$ cat src/rtl/acc16_pkg.sv
// Package: shared sizes and the opcode type of the accumulator core.
// Assumes a 16-bit word with a 4-bit opcode on top of a 12-bit operand.
package acc16_pkg;
    localparam int WORD_W  = 16;
    localparam int OPND_W  = 12;
    localparam int OPC_W   = WORD_W - OPND_W;
    localparam int NPHASE  = 8;
    localparam int PH_W    = $clog2(NPHASE);

    typedef enum logic [OPC_W-1:0] {
        OP_NOP  = 4'b0000,
        OP_LDA  = 4'b0001,
        OP_STA  = 4'b0010,
        OP_LDI  = 4'b0011,
        OP_JMP  = 4'b0100,
        OP_JPZ  = 4'b0101,
        OP_JL   = 4'b0110,
        OP_RET  = 4'b0111,
        OP_ADD  = 4'b1000,
        OP_SUB  = 4'b1001,
        OP_AND  = 4'b1010,
        OP_XOR  = 4'b1011,
        OP_SHL  = 4'b1100,
        OP_SHR  = 4'b1101,
        OP_RSV  = 4'b1110,
        OP_HALT = 4'b1111
    } opcode_t;

    // Phase numbers used by the datapath
    localparam logic [PH_W-1:0] PH_FETCH = PH_W'(1);
    localparam logic [PH_W-1:0] PH_DEC   = PH_W'(2);
    localparam logic [PH_W-1:0] PH_PC    = PH_W'(3);
    localparam logic [PH_W-1:0] PH_DATA  = PH_W'(5);
    localparam logic [PH_W-1:0] PH_ALU   = PH_W'(6);
    localparam logic [PH_W-1:0] PH_WB    = PH_W'(7);
endpackage

$ cat src/rtl/acc16_seq.sv
// Phase sequencer: steps a phase counter through NPHASE states per
// instruction and freezes it once a halt request is seen in decode.
// Assumes halt_req is only meaningful while the phase is PH_DEC.
module acc16_seq
    import acc16_pkg::*;
(
    input  logic            clk,
    input  logic            rst_n,
    input  logic            halt_req,
    output logic [PH_W-1:0] phase,
    output logic            halted
);
    localparam logic [PH_W-1:0] LAST = PH_W'(NPHASE - 1);

    // Advance the phase and latch the halt state
    always_ff @(posedge clk) begin
        if (!rst_n) begin
            phase  <= '0;
            halted <= 1'b0;
        end else if (!halted) begin
            if (phase == PH_DEC && halt_req)
                halted <= 1'b1;
            else
                phase <= (phase == LAST) ? '0 : phase + PH_W'(1);
        end
    end
endmodule

$ cat src/rtl/acc16_alu.sv
// Combinational ALU: produces the next accumulator value for every
// accumulator-writing opcode. Assumes mem_val is already zero for
// reads in the I/O window.
module acc16_alu
    import acc16_pkg::*;
#(
    parameter int W  = WORD_W,
    parameter int OW = OPND_W
) (
    input  opcode_t         op,
    input  logic [W-1:0]    acc,
    input  logic [W-1:0]    mem_val,
    input  logic [OW-1:0]   opnd,
    output logic [W-1:0]    result
);
    localparam int SH_W = $clog2(W);

    logic          big_shift;
    logic [W-1:0]  imm_ext;

    // Sign-extend the immediate and flag out-of-range shift counts
    always_comb begin
        imm_ext   = {{(W-OW){opnd[OW-1]}}, opnd};
        big_shift = (opnd >= OW'(W));
    end

    // Select the operation result
    always_comb begin
        unique case (op)
            OP_LDA:  result = mem_val;
            OP_LDI:  result = imm_ext;
            OP_ADD:  result = acc + mem_val;
            OP_SUB:  result = acc - mem_val;
            OP_AND:  result = acc & mem_val;
            OP_XOR:  result = acc ^ mem_val;
            OP_SHL:  result = big_shift ? '0 : acc << opnd[SH_W-1:0];
            OP_SHR:  result = big_shift ? '0 : acc >> opnd[SH_W-1:0];
            default: result = acc;
        endcase
    end
endmodule

$ cat src/rtl/acc16_core.sv
// Accumulator processor top: registers, decode and bus control.
// Assumes a memory that returns read data in the cycle of mem_rd.
// Operand addresses at or above IO_BASE go to the I/O window.
module acc16_core
    import acc16_pkg::*;
#(
    parameter int          W       = WORD_W,
    parameter int          AW      = OPND_W,
    parameter logic [11:0] IO_BASE = 12'hF00,
    parameter logic [11:0] IO_PORT = 12'hF00
) (
    input  logic          clk,
    input  logic          rst_n,
    output logic [AW-1:0] mem_addr,
    output logic          mem_rd,
    output logic          mem_wr,
    output logic [W-1:0]  mem_wdata,
    input  logic [W-1:0]  mem_rdata,
    output logic [W-1:0]  out_port,
    output logic          out_we,
    output logic [AW-1:0] pc_q,
    output logic [W-1:0]  ir_q,
    output logic [W-1:0]  acc_q,
    output logic [AW-1:0] link_q,
    output logic          zero_q,
    output logic          halted
);
    localparam logic [AW-1:0] ONE = AW'(1);

    logic [PH_W-1:0] phase;
    opcode_t         op;
    logic [AW-1:0]   opnd;
    logic            in_io, reads_mem, writes_acc, run;
    logic [W-1:0]    dbuf, alu_q, alu_res;

    acc16_seq u_seq (
        .clk      (clk),
        .rst_n    (rst_n),
        .halt_req (op == OP_HALT),
        .phase    (phase),
        .halted   (halted)
    );

    acc16_alu #(.W(W), .OW(AW)) u_alu (
        .op      (op),
        .acc     (acc_q),
        .mem_val (dbuf),
        .opnd    (opnd),
        .result  (alu_res)
    );

    // Decode the held instruction into control terms
    always_comb begin
        op         = opcode_t'(ir_q[W-1 -: OPC_W]);
        opnd       = ir_q[AW-1:0];
        in_io      = (opnd >= AW'(IO_BASE));
        run        = !halted;
        reads_mem  = op inside {OP_LDA, OP_ADD, OP_SUB, OP_AND, OP_XOR};
        writes_acc = op inside {OP_LDA, OP_LDI, OP_ADD, OP_SUB,
                                OP_AND, OP_XOR, OP_SHL, OP_SHR};
    end

    // Drive the bus: PC early in the instruction, operand from phase 4
    always_comb begin
        mem_addr  = (phase > PH_PC) ? opnd : pc_q;
        mem_wdata = acc_q;
        mem_rd    = run && ((phase == PH_FETCH) ||
                            (phase == PH_DATA && reads_mem && !in_io));
        mem_wr    = run && phase == PH_DATA && op == OP_STA && !in_io;
        out_we    = run && phase == PH_DATA && op == OP_STA &&
                    opnd == AW'(IO_PORT);
    end

    // Instruction fetch
    always_ff @(posedge clk) begin
        if (!rst_n)
            ir_q <= '0;
        else if (run && phase == PH_FETCH)
            ir_q <= mem_rdata;
    end

    // PC and link register update in the PC phase
    always_ff @(posedge clk) begin
        if (!rst_n) begin
            pc_q   <= '0;
            link_q <= '0;
        end else if (run && phase == PH_PC) begin
            unique case (op)
                OP_JMP:  pc_q <= opnd;
                OP_JPZ:  pc_q <= zero_q ? opnd : pc_q + ONE;
                OP_JL: begin
                    link_q <= pc_q + ONE;
                    pc_q   <= opnd;
                end
                OP_RET:  pc_q <= link_q;
                default: pc_q <= pc_q + ONE;
            endcase
        end
    end

    // Data capture, ALU result and accumulator write-back
    always_ff @(posedge clk) begin
        if (!rst_n) begin
            dbuf   <= '0;
            alu_q  <= '0;
            acc_q  <= '0;
            zero_q <= 1'b1;
        end else if (run) begin
            if (phase == PH_DATA)
                dbuf <= in_io ? '0 : mem_rdata;
            if (phase == PH_ALU)
                alu_q <= alu_res;
            if (phase == PH_WB && writes_acc) begin
                acc_q  <= alu_q;
                zero_q <= (alu_q == '0);
            end
        end
    end

    // Memory-mapped output port
    always_ff @(posedge clk) begin
        if (!rst_n)
            out_port <= '0;
        else if (out_we)
            out_port <= acc_q;
    end
endmodule

$ cat config.mk
export PLATFORM = sky130hd
export DESIGN_NAME = acc16_core
export DESIGN_NICKNAME = d
export VERILOG_FILES = /design/src/rtl/acc16_pkg.sv /design/src/rtl/acc16_seq.sv /design/src/rtl/acc16_alu.sv /design/src/rtl/acc16_core.sv
export SDC_FILE = /design/constraint.sdc
export NUM_CORES = 1
export LEC_CHECK = 0
export CELL_PAD_IN_SITES_DETAIL_PLACEMENT = 0
export CELL_PAD_IN_SITES_GLOBAL_PLACEMENT = 1
export CORE_UTILIZATION = 30
export CTS_CLUSTER_SIZE = 10
export DETAILED_ROUTE_END_ITERATION = 12
export GPL_TIMING_DRIVEN = 0
export HOLD_SLACK_MARGIN = 0.1
export PLACE_DENSITY_LB_ADDON = 0.1
export SLEW_MARGIN = 10
export SYNTH_ARGS = -nofsm -noshare
export SYNTH_HDL_FRONTEND = slang
export SYNTH_HIERARCHICAL = 1
export SYNTH_SLANG_ARGS = --single-unit
$ cat constraint.sdc
create_clock -name clk -period 4.8 [get_ports clk]
set_input_delay 0.96 -clock clk [delete_from_list [all_inputs] [get_ports clk]]
set_output_delay 0.96 -clock clk [all_outputs]
set_load 0.02 [all_outputs]
Word level (Yosys, flattened, before mapping)

Cells that the tools add are included.

Register bits: 109
Bits of input ports: 18
Output and inout port bits: 105
Word-level logic and storage cells: 77

Add/sub/neg operators: 4
Magnitude comparators: 3
Eq/ne operators: 21
Shift-type cells: 2
Multiplexer cells: 10
Bitwise logic cells: 4
Reduce and logical (&&, ||, !) cells: 23

Operators by type and width:

| kind                  | number |
|---|---|
| $pmux 16 s8           | 1 |
| $mux 16               | 3 |
| $pmux 12 s3           | 1 |
| $eq 4x4->1 const B    | 7 |
| $mux 12               | 2 |
| $add 16x16->16        | 1 |
| $and 16x16->16        | 1 |
| $eq 4x3->1 const B    | 4 |
| $logic_not 16->1      | 1 |
| $shl 16x4->16         | 1 |
| $shr 16x4->16         | 1 |
| $sub 16x16->16        | 1 |
| $xor 16x16->16        | 1 |
| $add 12x1->12 const B | 1 |
| $eq 12x12->1 const B  | 1 |
| $ge 12x12->1 const B  | 1 |
| $ge 12x5->1 const B   | 1 |
| $logic_and 1x1->1     | 11 |
| $reduce_and 2->1      | 5 |
| $eq 3x3->1 const B    | 3 |
| $eq 4x2->1 const B    | 2 |
| $reduce_bool 8->1     | 1 |
| $eq 3x2->1 const B    | 2 |
| $reduce_bool 5->1     | 1 |
| other kinds (10)      | 13 |

Logic depth before layout (Yosys ltp)

Gate-level depths: netlist of the first run.

Depth after elaboration: 6
Gate-level depth with buffers: 17
Gate-level depth less buffers: 16

Cells and area by module

The synthesis of the first run kept the hierarchy.

Modules (own cells, without submodules):

| module     | instances | cells each | area an instance (um^2) | seq. area each (um^2) |
|---|---|---|---|---|
| acc16_core | 1         | 528        | 4774.6                  | 2102.0 |
| acc16_alu  | 1         | 503        | 3702.3                  | 0.0 |
| acc16_seq  | 1         | 19         | 200.2                   | 80.1 |

Worst setup path before layout of the first run

OpenSTA, ideal clock, no wires.

Path kind: reg-to-reg
From: reg ir_q[15]
To: reg alu_q[12]
Library setup time: 0.076 ns
Arrival: 3.426 ns
Data required time: 4.724 ns
Slack: 1.299 ns
Cell stages (with the launch flop): 15
Path buffers: 1
Period minus slack after synthesis: 3.501 ns
Cells stage by stage: dfxtp_1 -> inv_1 -> nor4b_2 -> clkbuf_1 -> nor2_1 -> xnor2_1 -> ha_1 -> a21o_1 -> a21oi_1 -> nand2_1 -> a31o_2 -> a2111o_1 -> o211ai_1 -> nand2_1 -> a21boi_0

Word-level cells in the longest chain between the ends: 2
Elaborated cells between the ends (all ways): 9
Classes of those cells: eq/ne (8); mux (1)

RTL lines:

| element                            | line              | source |
|---|---|---|
| start: declaration                 | acc16_core.sv:22  | `output logic [W-1:0] ir_q,` |
| start signal: assignment           | acc16_core.sv:79  | `ir_q <= mem_rdata;` |
| $eq 4x4->1 (tied with other cells) | acc16_alu.sv:29   | `unique case (op)` |
| $pmux 16 s8 (*)                    | acc16_alu.sv:29   |  |
| via alu_res[12]                    | acc16_core.sv:34  | `logic [W-1:0] dbuf, alu_q, alu_res;` |
| end signal: assignment             | acc16_core.sv:112 | `alu_q <= alu_res;` |
| end: declaration                   | acc16_core.sv:34  |  |

The timed path passes the listed nets; every way through them passes the cells marked *.
A chain may end at the register's enable or synchronous reset.

Worst setup path after layout of the first run

From: reg ir_q[13]
To: reg alu_q[15]

Same word-level chain as after synthesis.

==> metrics, run 1 <==
result of the run=finished, final reports clean; antenna violations before repair=1; Clk Latency, worst-skew pair=370 ps; Post-Syn Area per Cell=8.26 um2; CP Capture Type=flip-flop; worst r2r path cells=15; Clock Sinks=109; syn_nets=1105; final-report setup violation count=0; pre-CTS WS=122 ps; Synth top area share=0.251; post-detail-place hpwl=26300 um; slew of the pin with the lowest slew margin=1020 ps; fin nets=1238; RSZ-0062 raised after global routing=no; Worst R2R Start=ir_q[13]; max cap viols=0; Final Util=0.381; number of global-route vias before repair=8281; H-tree depth=3; initial core utilization=0.309; max-slew violations=0; Setup TNS=0 ps; Power Dens Cells=230 nW/um2; hold_sp=out_port[2]; Commonest cells post-synth=nand2_1, dfxtp_1, a21oi_1; GPL Wtd Cong=0.937; Worst-path clk slew=90 ps; largest net degree at the start of global routing=24; Die H=172 um; gr usage total=0.246; Netlist cell types=85; Finished Layout Cells=1567; final hold viol count=0; Final min period=4460 ps; placed cells=1550; CP max FO=10; largest cells by area after synthesis=dfxtp_1, nand2_1, ha_1; Critical Path Source Type=flip-flop; count of input and output buffers=122; DR DRC count=0; Mapped Cells=1050; register area share after synthesis=0.251; Hold EP=out_port[2]; PnR worst setup slack=335 ps; Vias=8663; Final Cycle Share=0.930; dominant synthesized flop cell=dfxtp_1; f_max=224 MHz; crit path kind=reg2reg; r2r endpoint=alu_q[15]; critical path arrival=4760 ps; io pins=123; WP data required=5100 ps; Post-synth EDFFs=0; area grow syn2layout=23.4%; TritonCTS clock tree=built; die area=29600 um2; vias per cell=5.53; Root Buffer Master=clkbuf_16; clk buf depth=2; CTS Hold Buffers Added=0; total power=0.00246 W; Wirelength per Cell=23.1 um; Cells on Worst Hold Path=2; initial DRC count=714; WL final=36100 um; postcts setup bufs=0; TritonCTS buffer count=9; Rel. slew slack=0.315; Die X=172 um; Worst VDD drop=0.236 mV; top-count cell post-synth=nand2_1; share of post-route cells with drive strength above 1=0.118; Core ar.=28100 um2; leakage=3.90 nW; Hold Crit Class=reg2reg; Mapped Area=8680 um2; async set-reset flop share out of synthesis=0; Max Clock Skew=13.4 ps; top cell type by total area after synthesis=dfxtp_1; DR pass1 iterations=6; placement row count=61; grt total ovfl=0; Synth Register Bits=109; R2R setup slack=340 ps; DRT antenna net count=0; Synth Warn #=6; first-pass GRT wire length=53300 um
[cells by family (layout without fill, tap and decap cells)]
group | Yosys count | count (layout) | share of synthesized area
simple gates | 358 | 358 | 0.207
compound gates | 319 | 319 | 0.259
buf+inv | 117 | 255 | 0.0734
flops | 109 | 109 | 0.251
mux | 79 | 79 | 0.123
fa+ha+maj | 37 | 37 | 0.0542
xor+xnor | 31 | 31 | 0.0313
other cells | 0 | 1 | 0
[worst max path at each step]
stage	end	slack [ps]	startpoint	depth (start not counted)
6_report	alu_q[15]	340	ir_q[13]	15
4_1_cts	alu_q[15]	90	ir_q[15]	14
5_1_grt	alu_q[15]	50	ir_q[14]	15
3_3_place_gp	alu_q[11]	150	ir_q[15]	14
2_1_floorplan	alu_q[12]	1300	ir_q[15]	14
3_5_place_dp	alu_q[15]	120	ir_q[15]	14
[registers in the layout (all words and copies together), names as in the netlist]
| register | flops |
|---|---|
| zero_q | 1 |
| acc_q | 16 |
| alu_q | 16 |
| out_port | 16 |
| pc_q | 12 |
| dbuf | 16 |
| u_seq/phase | 3 |
| link_q | 12 |
| u_seq/halted | 1 |
| ir_q | 16 |
[cells in the final DEF, fill, tap and decap left out, drive strengths merged, types with 16 or more instances in the layout]
cell / n
a21oi: 69
mux2i: 40
inv: 28
buf: 56
dfxtp: 109
nor2b: 49
clkdlybuf4s50: 122
nand2: 149
ha: 36
mux4: 19
a21boi: 51
o21ai: 50
a22oi: 30
nand3: 16
mux2: 20
nor2: 58
xnor2: 23
clkbuf: 46
[per-layer routing]
layer,wire (um),GRT usage
met5,11,0
met3,2010,0.0375
met4,929,0.0754
met1,16100,0.320
met2,17100,0.414
[stage by stage]
step / hold WS, ps / cell area [um2]
3_5_place_dp: 449 / 10400
6_report: 460 / 10700
2_1_floorplan: 456 / 8680
5_1_grt: 479 / 10700
3_3_place_gp: 448 / 10400
4_1_cts: 462 / 10700
[final cells by class]
class	count	area, um2
flip-flops and latches	109	2180
multi-input cells	824	5870
inverters	24	90.1
clock buffers	9	225
fillers	3005	17400
clock inverters	7	92.6
well taps	378	473
plain buffers	93	547
diodes	1	2.50
repair buffers	122	1220
[report_power, final]
| group | leakage, nW | switching (W) | total [W] | internal, W |
|---|---|---|---|---|
| sequential | 0.881 | 0.0000501 | 0.000971 | 0.000921 |
| combinational | 2.87 | 0.000402 | 0.000670 | 0.000268 |
| clock | 0.150 | 0.000438 | 0.000821 | 0.000383 |
| total | 3.90 | 0.000890 | 0.00246 | 0.00157 |
[critical path, cell delays in order, from the launching register on]
cell,delay (ps)
dfxtp_1,460
clkbuf_1,280
nor4b_4,560
clkbuf_1,480
a21oi_1,110
xnor2_1,160
ha_1,280
clkbuf_1,430
nand2_1,130
o21ba_2,240
o221a_2,270
o221a_2,290
xnor2_1,150
o21ai_1,280
nand2_1,90
a21boi_0,180
[what timing repair did]
item,4_1_cts,5_1_grt
setup endpoints to repair,0,6
resized for setup,0,3
endpoints found under the hold margin,0,0
No activity file was read; power rests on OpenSTA's default activity.
==> run 2, diff against run 1 <==
--- a/config.mk
+++ b/config.mk
@@ -7,7 +7,8 @@
 export LEC_CHECK = 0
 export CELL_PAD_IN_SITES_DETAIL_PLACEMENT = 0
 export CELL_PAD_IN_SITES_GLOBAL_PLACEMENT = 1
-export CORE_UTILIZATION = 30
+export CORE_ASPECT_RATIO = 0.6
+export CORE_UTILIZATION = 42
 export CTS_CLUSTER_SIZE = 10
 export DETAILED_ROUTE_END_ITERATION = 12
 export GPL_TIMING_DRIVEN = 0
==> run 2 against run 1 <==
Via count rose by 4.8%. Critical path depth did not move. Worst setup slack got worse by 100 ps. Sequential power fell by 0.4%. Wire length fell by 4.1%.
==> metrics, run 2 (same netlist as run 1, synthesis figures left out) <==
Root Buffer Master=clkbuf_16; Die X=188 um; WL final=34700 um; Clock Sinks=109; commonest non-fill, non-tap cells in the layout=nand2_1, clkdlybuf4s50_1, dfxtp_1, a21oi_1, nor2_1; CP Capture Type=flip-flop; first-pass GRT wire length=51600 um; Final min period=4570 ps; Max Clock Skew=10.6 ps; number of global-route vias before repair=8139; post_cts resized=0; area grow syn2layout=21.9%; antenna violations before repair=0; vias per cell=6.22; Design Area, Final=10600 um2; hold_sp=out_port[2]; H-tree depth=3; postcts setup bufs=0; max cap viols=0; max-slew violations=0; crit path kind=reg2reg; Cells on Worst Hold Path=2; Wirelength per Cell=23.7 um; Buf+Inv Stages, Crit Path=3; most frequent CP cell=clkbuf_1; dpl cell area=10200 um2; TritonCTS buffer count=9; Clk Latency, worst-skew pair=370 ps; PnR worst setup slack=234 ps; P_int=0.00162 W; Worst R2R Start=ir_q[13]; Fill cells=1996; die area=21300 um2; FF+latch area=2180 um2; commonest non-fill, non-tap cell in the layout=nand2_1; clk buf depth=2; Hold EP=out_port[2]; post-detail-place hpwl=26200 um; Final Cycle Share=0.951; Critical Path Source Type=flip-flop; Core ar.=20100 um2; DR DRC count=0; Worst VDD drop=0.234 mV; result of the run=finished, final reports clean; Final Util=0.526; Worst-path clk slew=80 ps; Sw Pwr=0.000839 W; initial core utilization=0.431; slowest CP cell=nor4b_4; CP max FO=10; gr usage total=0.325; power share of the sequential group=0.394; clock power share=0.330; f_max=219 MHz; switch share=0.341; io pins=123; WP data required=5100 ps; pre-CTS WS=121 ps; r2r endpoint=alu_q[15]; Multi-input gate area=5870 um2; share of post-route cells with drive strength above 1=0.118; largest net degree at the start of global routing=20; fin nets=1238; initial DRC count=1212; CTS Hold Buffers Added=0; antenna cells=0; Vias=9082; slew of the pin with the lowest slew margin=1040 ps; Crit path largest cell delay=600 ps; final-report setup violation count=0; count of input and output buffers=122; Setup TNS=0 ps; Power Dens Cells=232 nW/um2; critical path arrival=4870 ps; grt total ovfl=0; Hold Crit Class=reg2reg; DR pass1 iterations=6; Rel. slew slack=0.305; DRT antenna net count=0; leakage=3.91 nW; worst r2r path cells=15; TritonCTS clock tree=built; Combinational Power Share=0.277; Die H=113 um; GPL Wtd Cong=0.970; CP top delay family=compound AO/OA/AOI/OAI gates; RSZ-0062 raised after global routing=no; critical path cell sequence=clkbuf_1 -> nor4b_4 -> clkbuf_1 -> a21oi_1 -> xnor2_1 -> ha_1 -> clkbuf_1 -> a21o_1 -> o21ba_2 -> o221a_2 -> o221a_2 -> xnor2_1 -> o21ai_1 -> nand2_1 -> a21boi_0; final hold viol count=0; placement row count=40; R2R setup slack=230 ps
==> run 2: changes by cell type in the layout (fill, tap and decap cells not counted) <==
cell	before	now
diode_2	1	0
clkinv_8	2	1
clkbuf_8	0	1
inv_8	1	2
clkinv_2	0	1
inv_6	1	0
inv_12	2	0
bufinv_16	0	1
==> run 2: worst reg2reg max path: cells and delay by family, from the launching register on <==
kind | cells | cell delay (ps)
xor gates and xnor gates | 2 | 310
and+or+nand+nor | 2 | 750
DFF | 1 | 450
adders and majority gates | 1 | 280
AOI/OAI and AO/OA | 7 | 1610
buffers and inverters | 3 | 1120
==> run 2: metal layers <==
layer,global-route usage,up-vias,share of wire
li1,-,4129,-
met1,0.511,4399,0.50
met2,0.406,528,0.37
met3,0.118,26,0.13
met4,0.0558,0,0.0080
met5,0,-,0
==> run 2: worst max-delay path by stage <==
| stage | from | to | slack, ps | depth (start not counted) |
|---|---|---|---|---|
| finish | ir_q[13] | alu_q[15] | 230 | 15 |
| global route | ir_q[13] | alu_q[11] | 60 | 14 |
| detailed placement | ir_q[15] | alu_q[15] | 120 | 14 |
| global placement | ir_q[15] | alu_q[15] | 100 | 14 |
| CTS | ir_q[15] | alu_q[15] | 100 | 14 |
| floorplan | ir_q[15] | alu_q[12] | 1300 | 14 |
==> run 2: power groups by stage <==
stage	sequential (W)	combinational [W]	clock (W)
floorplan	0.000980	0.000434	0
global placement	0.000987	0.000650	0
detailed placement	0.000987	0.000648	0
CTS	0.000966	0.000652	0.000823
global route	0.000970	0.000723	0.000855
finish	0.000967	0.000680	0.000810
==> run 2: area by class of cell <==
cell class | count | area share
Buffer | 93 | 0.0517
Clock inverter | 6 | 0.00769
Inverter | 24 | 0.00852
Sequential cell | 109 | 0.206
Timing Repair Buffer | 122 | 0.115
Clock buffer | 10 | 0.0226
Tap cell | 273 | 0.0323
Multi-Input combinational cell | 824 | 0.555
==> run 2: metrics by stage <==
step,cells,power [W],hold WS (ps)
floorplan,1050,0.00141,456
global placement,1445,0.00164,445
detailed placement,1445,0.00163,452
CTS,1461,0.00244,463
global route,1461,0.00255,482
finish,1461,0.00246,462
==> run 3, diff against run 2 <==
--- a/config.mk
+++ b/config.mk
@@ -8,7 +8,9 @@
 export CELL_PAD_IN_SITES_DETAIL_PLACEMENT = 0
 export CELL_PAD_IN_SITES_GLOBAL_PLACEMENT = 1
 export CORE_ASPECT_RATIO = 0.6
+export CORE_MARGIN = 2
 export CORE_UTILIZATION = 42
+export CTS_CLUSTER_DIAMETER = 40
 export CTS_CLUSTER_SIZE = 10
 export DETAILED_ROUTE_END_ITERATION = 12
 export GPL_TIMING_DRIVEN = 0
==> run 3 against run 2 <==
Combinational power about the same. Non-clock buffer count unchanged. Cell area decreased by 0.29%. Critical endpoint is now alu_q[11]. Count of clock-buffer cells in the layout is 1 higher. First-iteration DRC count up 22%. Die area up 2.8%. Largest power group unchanged. Sequential power about the same. Maximum frequency decreased by 0.97%. Register-to-register slack worse by 40 ps.
==> metrics, run 3 (same netlist as run 1, synthesis figures left out) <==
largest net degree at the start of global routing=20; critical path cell sequence=clkbuf_1 -> nor4b_4 -> clkbuf_1 -> nor2_1 -> xnor2_1 -> ha_1 -> o211a_1 -> o31a_1 -> o41ai_1 -> o21ai_0 -> xnor2_1 -> o21ai_0 -> nand2_1 -> a21boi_0; initial core utilization=0.431; slowest CP cell=nor4b_4; DRT antenna net count=0; Final Util=0.524; Hold Crit Class=reg2reg; final-report setup violation count=0; placed cells=1445; GPL Wtd Cong=0.973; gr usage total=0.314; Critical Path Source Type=flip-flop; DR pass1 iterations=7; count of input and output buffers=122; final hold viol count=0; max cap viols=0; pre-CTS WS=213 ps; Final Cycle Share=0.961; PnR worst setup slack=190 ps; Rel. slew slack=0.331; TritonCTS buffer count=9; WL final=34500 um; initial DRC count=1481; Crit path largest cell delay=620 ps; Clk Latency, worst-skew pair=360 ps; critical path arrival=4910 ps; Clock Sinks=109; Final min period=4610 ps; number of global-route vias before repair=8039; CP top delay family=compound AO/OA/AOI/OAI gates; antenna violations before repair=0; Vias=9037; vias per cell=6.19; H-tree depth=3; fin nets=1238; R2R setup slack=190 ps; die area=21900 um2; placement row count=40; commonest non-fill, non-tap cells in the layout=nand2_1, clkdlybuf4s50_1, dfxtp_1, a21oi_1, nor2_1; Fill cells=1924; max-slew violations=0; Die X=190 um; FF+latch area=2180 um2; WP data required=5100 ps; Buf+Inv Stages, Crit Path=2; post-detail-place hpwl=26000 um; CP max FO=10; Die H=115 um; Design Area, Final=10500 um2; Worst-path clk slew=80 ps; clk buf depth=2; Root Buffer Master=clkbuf_16; CP Capture Type=flip-flop; CTS Hold Buffers Added=0; Max Clock Skew=9.46 ps; share of post-route cells with drive strength above 1=0.116; RSZ-0062 raised after global routing=no; f_max=217 MHz; area grow syn2layout=21.5%; postcts setup bufs=0; Core ar.=20100 um2; dpl cell area=10200 um2; first-pass GRT wire length=51400 um; antenna cells=0; Wirelength per Cell=23.6 um; Power Dens Cells=228 nW/um2; slew of the pin with the lowest slew margin=1000 ps; DR DRC count=0; Multi-input gate area=5870 um2; Setup TNS=0 ps; io pins=123; result of the run=finished, final reports clean; Worst VDD drop=0.170 mV; commonest non-fill, non-tap cell in the layout=nand2_1; crit path kind=reg2reg; TritonCTS clock tree=built; leakage=3.89 nW; Finished Layout Cells=1461; grt total ovfl=0
run 3: cell count changes in the layout (fill, tap and decap cells not counted), sizes merged:
cell      delta
clkbuf       +1
clkinvlp     -1
inv          +1
bufinv       -1
run 3: worst reg2reg max path: stages (launching register included):
cell and delay, ps:
dfxtp_1 440, clkbuf_1 280, nor4b_4 620, clkbuf_1 500, nor2_1 140, xnor2_1 160
ha_1 340, o211a_1 260, o31a_1 170, o41ai_1 520, o21ai_0 200, xnor2_1 190
o21ai_0 470, nand2_1 110, a21boi_0 160
run 3: final cells by class:
type / count / share of cell area
Multi-Input combinational cell: 824 / 0.556
Sequential cell: 109 / 0.207
Timing Repair Buffer: 122 / 0.116
Buffer: 93 / 0.0518
Tap cell: 273 / 0.0324
Clock buffer: 11 / 0.0230
Inverter: 24 / 0.00854
Clock inverter: 5 / 0.00510
run 3: report_power, final:
group	switching (W)	leakage, nW	internal [W]
Combinational	0.000414	2.87	0.000267
Clock	0.000378	0.145	0.000380
Sequential	0.0000467	0.881	0.000921
Total	0.000839	3.89	0.00157
run 3: path summary, 6_finish.rpt:
check / startpoint / endpoint / cells past startpoint
hold / removal: out_port[11] / out_port[11] / 2
hold reg to reg: out_port[11] / out_port[11] / 2
setup reg to reg: ir_q[13] / alu_q[11] / 14
setup / recovery: ir_q[13] / alu_q[11] / 14
run 3: through the flow:
stage | total power [W] | hold slack (ps)
5_1_grt | 0.00250 | 479
4_1_cts | 0.00239 | 462
3_3_place_gp | 0.00163 | 446
2_1_floorplan | 0.00141 | 456
3_5_place_dp | 0.00164 | 451
6_report | 0.00241 | 462
run 3: repair_timing:
| action | CTS | global route |
|---|---|---|
| resized for setup | 0 | 2 |
| endpoints found under the hold margin | 0 | 0 |
| setup endpoints to repair | 0 | 6 |
run 3: layer usage:
layer  wire [um]  track usage
met5           0            0
met4         254       0.0424
met3        4100       0.0946
met2       12600        0.394
met1       17500        0.513
